$ cat config.mk
export PLATFORM = sky130hd
export DESIGN_NAME = dbuf_piso_shift
export DESIGN_NICKNAME = d
export VERILOG_FILES = /design/src/rtl/dbuf_piso_pkg.sv /design/src/rtl/strb_edge.sv /design/src/rtl/store_reg.sv /design/src/rtl/piso_core.sv /design/src/rtl/dbuf_piso_shift.sv
export SDC_FILE = /design/constraint.sdc
export NUM_CORES = 1
export LEC_CHECK = 0
export BUFFER_PORTS_ARGS = -buffer_cell sky130_fd_sc_hd__buf_4
export CAP_MARGIN = 15
export CORE_MARGIN = 1
export CORE_UTILIZATION = 46
export DETAILED_ROUTE_END_ITERATION = 7
export GPL_TIMING_DRIVEN = 0
export PLACE_DENSITY = 0.82
export RECOVER_POWER = 25
export SKIP_LAST_GASP = 1
export SYNTH_ARGS = -nofsm -noshare
export SYNTH_HDL_FRONTEND = slang
export SYNTH_SLANG_ARGS = --single-unit
$ cat constraint.sdc
create_clock -name clk -period 2.75 [get_ports clk]
set_clock_uncertainty 0.1 [all_clocks]
set_input_delay 0.55 -clock clk [delete_from_list [all_inputs] [get_ports clk]]
set_output_delay 0.55 -clock clk [all_outputs]
set_load 0.05 [all_outputs]
$ cat src/rtl/dbuf_piso_pkg.sv
package dbuf_piso_pkg;

  typedef enum logic [1:0] {
    SH_HOLD  = 2'd0,
    SH_SHIFT = 2'd1,
    SH_LOAD  = 2'd2,
    SH_CLEAR = 2'd3
  } sh_op_e;

  // clear outranks load, load outranks the shift strobe
  function automatic sh_op_e pick_op(input logic load_n,
                                     input logic clr_n,
                                     input logic shf_rise);
    sh_op_e op;
    if (!clr_n)       op = SH_CLEAR;
    else if (!load_n) op = SH_LOAD;
    else if (shf_rise) op = SH_SHIFT;
    else              op = SH_HOLD;
    return op;
  endfunction

endpackage

$ cat src/rtl/strb_edge.sv
module strb_edge (
  input  logic clk,
  input  logic rst_n,
  input  logic stb_i,
  output logic rise_o
);
  logic prev_q;

  always_ff @(posedge clk) begin
    if (!rst_n) prev_q <= 1'b0;
    else        prev_q <= stb_i;
  end

  assign rise_o = stb_i & ~prev_q;
endmodule

$ cat src/rtl/store_reg.sv
module store_reg #(
  parameter int WIDTH = 8
) (
  input  logic             clk,
  input  logic             rst_n,
  input  logic             cap_i,
  input  logic [WIDTH-1:0] d_i,
  output logic [WIDTH-1:0] q_o
);
  always_ff @(posedge clk) begin
    if (!rst_n)     q_o <= '0;
    else if (cap_i) q_o <= d_i;
  end
endmodule

$ cat src/rtl/piso_core.sv
module piso_core
  import dbuf_piso_pkg::*;
#(
  parameter int WIDTH = 8
) (
  input  logic             clk,
  input  logic             rst_n,
  input  logic             load_n,
  input  logic             clr_n,
  input  logic             shf_rise,
  input  logic             cap_rise,
  input  logic             ser_in,
  input  logic [WIDTH-1:0] par_in,
  input  logic [WIDTH-1:0] store_q,
  output logic [WIDTH-1:0] sh_q
);
  sh_op_e           op;
  logic [WIDTH-1:0] load_src;
  logic [WIDTH-1:0] shl;
  logic [WIDTH-1:0] nxt;

  assign op       = pick_op(load_n, clr_n, shf_rise);
  // a capture during an active load passes straight through
  assign load_src = cap_rise ? par_in : store_q;
  assign shl      = {sh_q[WIDTH-2:0], ser_in};

  always_comb begin
    unique case (op)
      SH_CLEAR: nxt = '0;
      SH_LOAD:  nxt = load_src;
      SH_SHIFT: nxt = shl;
      default:  nxt = sh_q;
    endcase
  end

  always_ff @(posedge clk) begin
    if (!rst_n) sh_q <= '0;
    else        sh_q <= nxt;
  end
endmodule

$ cat src/rtl/dbuf_piso_shift.sv
module dbuf_piso_shift #(
  parameter int WIDTH = 8
) (
  input  logic             clk,
  input  logic             rst_n,
  input  logic [WIDTH-1:0] par_in,
  input  logic             cap_stb,
  input  logic             shf_stb,
  input  logic             ser_in,
  input  logic             load_n,
  input  logic             clr_n,
  output logic             ser_out,
  output logic             illegal_ctl
);
  localparam int NSTB    = 2;
  localparam int CAP_IDX = 0;
  localparam int SHF_IDX = 1;

  logic [NSTB-1:0]  stb_vec;
  logic [NSTB-1:0]  rise_vec;
  logic             cap_edge;
  logic             shf_edge;
  logic [WIDTH-1:0] store_q;
  logic [WIDTH-1:0] sh_q;

  assign stb_vec[CAP_IDX] = cap_stb;
  assign stb_vec[SHF_IDX] = shf_stb;

  for (genvar g = 0; g < NSTB; g++) begin : g_edge
    strb_edge u_edge (
      .clk    (clk),
      .rst_n  (rst_n),
      .stb_i  (stb_vec[g]),
      .rise_o (rise_vec[g])
    );
  end

  assign cap_edge = rise_vec[CAP_IDX];
  assign shf_edge = rise_vec[SHF_IDX];

  store_reg #(.WIDTH(WIDTH)) u_store (
    .clk   (clk),
    .rst_n (rst_n),
    .cap_i (cap_edge),
    .d_i   (par_in),
    .q_o   (store_q)
  );

  piso_core #(.WIDTH(WIDTH)) u_core (
    .clk      (clk),
    .rst_n    (rst_n),
    .load_n   (load_n),
    .clr_n    (clr_n),
    .shf_rise (shf_edge),
    .cap_rise (cap_edge),
    .ser_in   (ser_in),
    .par_in   (par_in),
    .store_q  (store_q),
    .sh_q     (sh_q)
  );

  assign ser_out     = sh_q[WIDTH-1];
  assign illegal_ctl = ~load_n & ~clr_n;
endmodule

==> results of run 1 <==
==> logic make-up (layout without fill, tap and decap cells) <==
kind of cell,Yosys count,after routing,synth area share
buffers and inverters,3,23,0.0325
AOI/OAI and AO/OA,24,24,0.219
and+or+nand+nor,16,16,0.146
DFF,18,18,0.493
muxes,8,8,0.110
==> through the flow <==
stage	instances	total power, mW	hold WS [ps]	area [um2]	setup WS, ps
floorplan	69	0.333	367	731	896
global placement	101	0.359	374	871	1130
detailed placement	101	0.362	382	871	1100
CTS	105	0.521	368	907	1120
global route	105	0.538	373	892	913
finish	105	0.513	375	892	1080
==> state kept, by name (all words and copies together) (netlist names) <==
register,count
u_store.q_o,8
g_edge.u_edge.prev_q,2
u_core.sh_q,8
==> worst paths after layout <==
check / slack, ps / endpoint / cells after the start / startpoint
worst max-delay path: 1080 / u_core.sh_q[6] / 6 / cap_stb
worst min-delay path: 380 / g_edge[1].u_edge.prev_q / 2 / shf_stb
worst max register to register: 1100 / u_core.sh_q[6] / 5 / g_edge[0].u_edge.prev_q
worst min register to register: 400 / u_core.sh_q[5] / 1 / u_core.sh_q[5]
==> metal layers <==
| metal | wire (um) | up-vias |
|---|---|---|
| met3 | 67 | 2 |
| met2 | 605 | 15 |
| met1 | 591 | 269 |
| li1 | - | 289 |
| met4 | 13 | 0 |
| met5 | 0 | - |
==> Yosys cell counts <==
master / number
dfxtp_1: 18
clkbuf_1: 1
nor2_1: 1
nor2b_4: 1
nand2_1: 1
and2_1: 2
nand2b_1: 2
and2_2: 1
buf_8: 1
mux2i_1: 8
and2b_2: 1
o21ai_1: 8
nor2b_1: 7
o21ai_0: 8
buf_2: 1
o211a_1: 8
==> power by group through the flow <==
stage	Sequential, mW	Clock (mW)	Combinational [mW]
5_1_grt	0.282	0.176	0.0799
2_1_floorplan	0.288	0	0.0453
3_5_place_dp	0.286	0	0.0753
6_report	0.280	0.161	0.0716
3_3_place_gp	0.286	0	0.0734
4_1_cts	0.280	0.165	0.0756
==> layout make-up <==
type / instances / area (um2)
Timing Repair Buffer: 16 / 116
Buffer: 3 / 12.5
Clock buffer: 4 / 36.3
Multi-Input combinational cell: 48 / 347
Tap cell: 16 / 20.0
Fill cell: 140 / 597
Sequential cell: 18 / 360
==> worst reg2reg max path: stages (launching register included) <==
cell      delay [ps]
dfxtp_1          340
nor2b_4          100
clkbuf_1         440
mux2i_1          350
o21ai_1           90
o211a_1          130
==> metrics, run 1 <==
Fmax about 600 MHz; routability cong. around 0.82; maximum buffer depth of the clock tree 2; # port buffers 16; final design utilization 0.599; unrepaired setup endpoints after global routing no; switching component of the power 121 uW; CTS sink cnt 18; DRT antenna net count 0; MaxCap Viol Count 0; Clock Latency Late Sink approximately 290 ps; die height about 42 um; final slew viol count 0; Mapped Nets 84; number of vias in the routed layout ~580; # DRC 0; CP cell instances buf_4, nor2b_4, clkbuf_1, mux2i_1, o21ai_1, o211a_1; Rows 14; sequential share of power 0.546; Top Usage Layer GRT met2; M1 GR Usage 0.217; Die W ~42 um; Int Pwr between 300 and 400 uW; global-route wire length before repair 2240 um; routed wire length about 1300 um; Unique masters post-synth 16; PD cells roughly 580 nW/um2; initial antenna violation count 0; CP bufs+invs 2; via density per instance about 5.5; area grow syn2layout 22.1%; WL/cell 12.2 um; delay of the slowest critical-path stage 440 ps; share of cells above drive strength 1 0.258; Setup crit start kind primary input; Initial Util 0.491; Detail Placement HPWL between 900 and 1000 um; Post-Syn Instances 69; core footprint 1490 um2; Crit path required time between 2000 and 3000 ps; Fin. Hold Viols 0; # setup viols final 0; ant diodes 0; most common cell after layout, fill and taps aside dfxtp_1; share of the synthesized area in the top cell type 0.493; CP max FO 8; First-pass DRT Iterations 4; Comb power frac 0.139; most frequent cells in the layout dfxtp_1, buf_4; Iter 0 DRT Violations 13; Hold-fix buffers, CTS 0; CTS Root Cell clkbuf_4; Top Ports 17; Overall Global Routing Usage 0.172; status complete, no violations; YS warnings 0; HP Class primary input to register; grt met3 use 0.0652; sw frac 0.237; met2 Use GR 0.259; setup bufs post-CTS 0; vias in the first global route approximately 520; slowest CP cell clkbuf_1; CTS tree built; Clock power frac 0.314; nets@finish about 110; Netlist Area Pre-Place roughly 730 um2; Synth Area per Inst ~11 um2; CTS buffer count 3; H-tree depth 1; Arr. time, crit path 1760 ps; largest net degree at the start of global routing 11; Worst Tran Pin Value around 560 ps; largest cells by area after synthesis dfxtp_1, mux2i_1, o211a_1; Crit path max-delay family buffers and inverters; Seq/Total Area, Yosys 0.493; GRT overflow 0; critical path class primary input to register; Die ar. 1750 um2; Final Cycle Share 0.607; setup TNS 0 ps; clk slew on worst S/H paths roughly 100 ps; Synth area leader dfxtp_1; static leakage about 0.43 nW; largest vdd supply drop approximately 0.00036 V; Max transition margin 0.624; CP Capture Type register; post-CTS resize count 0; #FFs+latches synth 18; crit path time final 1670 ps
Power figures use the tool's default switching activity.
==> run 2: changes to the inputs <==
Settings changed: CORE_UTILIZATION 46 to 45, PLACE_DENSITY 0.82 to 0.83.
Clock period 2.75 ns to 1.3 ns, I/O delays scaled along.
==> run 2 against run 1 <==
  * Utilization rose by 6.4 points
  * Sequential power increased by 110%
  * Flip-flop and latch count unchanged
  * Clock power increased by 63%
  * Cell area rose by 12%
  * Die area rose by 2.1%
  * Via count shrank 0.52%
  * First-iteration DRC count down 31%
  * Final cell count down 0.95%
  * Critical endpoint is now u_store.q_o[4]
  * Highest routed layer unchanged
==> metrics, run 2 (synthesis gave the netlist of run 1 again) <==
Arr. time, crit path 1370 ps (-390 ps); vias in the first global route 474 (-9.0%); Die W 42.3 um (+1.1%); Worst Tran Pin Value 418 ps (-146 ps); nets@finish 105 (unchanged); setup TNS 0 ps (unchanged); most common cell after layout, fill and taps aside dfxtp_1; design area 998 um2 (+12%); Iter 0 DRT Violations 9 (-4); critical path class register to register; die height 42.3 um (+1.1%); CTS sink cnt 18 (unchanged); largest vdd supply drop 0.000559 V (+56%); # setup viols final 0 (unchanged); worst hold start shf_stb; First-pass DRT Iterations 4 (unchanged); Regs by FF count u_core.sh_q x8, u_store.q_o x8, g_edge.u_edge.prev_q x2; Top Ports 17 (unchanged); PD cells 1070 nW/um2 (+86%); Final Cycle Share 0.992; Setup crit start kind register; Crit path required time 1390 ps (-1450 ps); global-route wire length before repair 2100 um (-6.5%); # port buffers 16 (unchanged); status complete, no violations; core footprint 1510 um2 (+1.2%); static leakage 0.435 nW (+0.74%); CTS tree built; Worst R2R Setup Slack 10 ps (-1090 ps); setup slack after layout 10.4 ps (-1070 ps); final slew viol count 0 (unchanged); Fmax roughly 780 MHz; Rows 14 (unchanged); HP Class primary input to register; WL/cell 12.5 um (+2.5%); # DRC 0 (unchanged); most frequent cells in the layout dfxtp_1, buf_4; MaxCap Viol Count 0 (unchanged); number of vias in the routed layout 572 (-0.52%); routability cong. 0.781 (-4.3%); Fin. Hold Viols 0 (unchanged); dpl ws -41.4 ps (-1150 ps); initial antenna violation count 0 (unchanged); Die ar. 1790 um2 (+2.1%); hold endpoint g_edge[1].u_edge.prev_q; Initial Util 0.485 (-0.00571); clk slew on worst S/H paths 90 ps (about the same); WHS Path Cells 2 (unchanged); Max transition margin 0.721 (+0.0971); CP Capture Type register; Clock Latency Late Sink 290 ps (about the same); H-tree depth 1 (unchanged); ant diodes 0 (unchanged); reg-to-reg startpoint g_edge[0].u_edge.prev_q; Crit. Startpoint g_edge[0].u_edge.prev_q; final design utilization 0.663 (+0.0636); Overall Global Routing Usage 0.160 (-0.0118); largest net degree at the start of global routing 11 (unchanged); maximum buffer depth of the clock tree 2 (unchanged); area grow syn2layout 36.6%; DRT antenna net count 0 (unchanged); CTS Root Cell clkbuf_4; unrepaired setup endpoints after global routing yes; CP max FO 8 (unchanged); routed wire length 1300 um (+1.5%); Detail Placement HPWL 978 um (+5.6%); via density per instance 5.50 (+0.43%); total power 1.07 mW (+110%); crit path time final approximately 1300 ps; CTS buffer count 3 (unchanged); GRT overflow 0 (unchanged); Placed Instance Area 871 um2 (unchanged); share of cells above drive strength 1 0.375 (+0.117); Critical R2R Capture u_store.q_o[4]; R2R depth 4 (-1); setup bufs post-CTS 0 (unchanged)
==> run 2: cell count changes in the layout (fill, tap and decap cells not counted), sizes merged <==
cell,previous run,this run
buf,16,17
clkbuf,7,5
==> run 2: cell type report <==
class	instances	area, um2
Buffer	3	28.8
Clock buffer	3	22.5
Fill cell	120	508
Multi-Input combinational cell	48	449
Sequential cell	18	362
Tap cell	16	20.0
Timing Repair Buffer	16	116
==> run 2: critical path, cell delays in order, from the launching register on <==
cell     delay [ps]
dfxtp_2         330
nor2b_4         120
buf_12          170
mux2i_4         240
and2b_2         230
==> run 2: metal layers <==
metal  vias to the layer above  global-route usage  wire [um]  part of all wire
li1                        285                   -          -                 -
met3                         5              0.0560         67             0.052
met5                         -                   0          0                 0
met4                         0              0.0938         29             0.022
met2                        20               0.218        623              0.48
met1                       262               0.217        576              0.44
==> run 2: repair_timing <==
item                                    in CTS  in global routing
hold endpoints to repair                     0                  0
resized for setup                            0                 19
hold buffers                                 0                  0
endpoints found under the setup margin       0                  9
==> run 2: power by group <==
group          internal (mW)  switching, mW
clock                  0.108          0.154
sequential             0.583         0.0179
combinational          0.115         0.0934
total                  0.805          0.266
==> run 2: through the flow <==
step,hold WS (ps),cells
after floorplan,287,69
after global placement,375,101
after detailed placement,383,101
after CTS,90.3,104
after global routing,83.0,104
final,95.3,104
==> run 2: worst max-delay path by stage <==
stage | slack, ps | depth (start not counted) | end
floorplan | 30 | 1 | illegal_ctl
global placement | -20 | 6 | u_core.sh_q[5]
detailed placement | -40 | 6 | u_core.sh_q[2]
CTS | 10 | 5 | u_core.sh_q[2]
global route | -40 | 5 | u_core.sh_q[7]
finish | 10 | 4 | u_store.q_o[4]
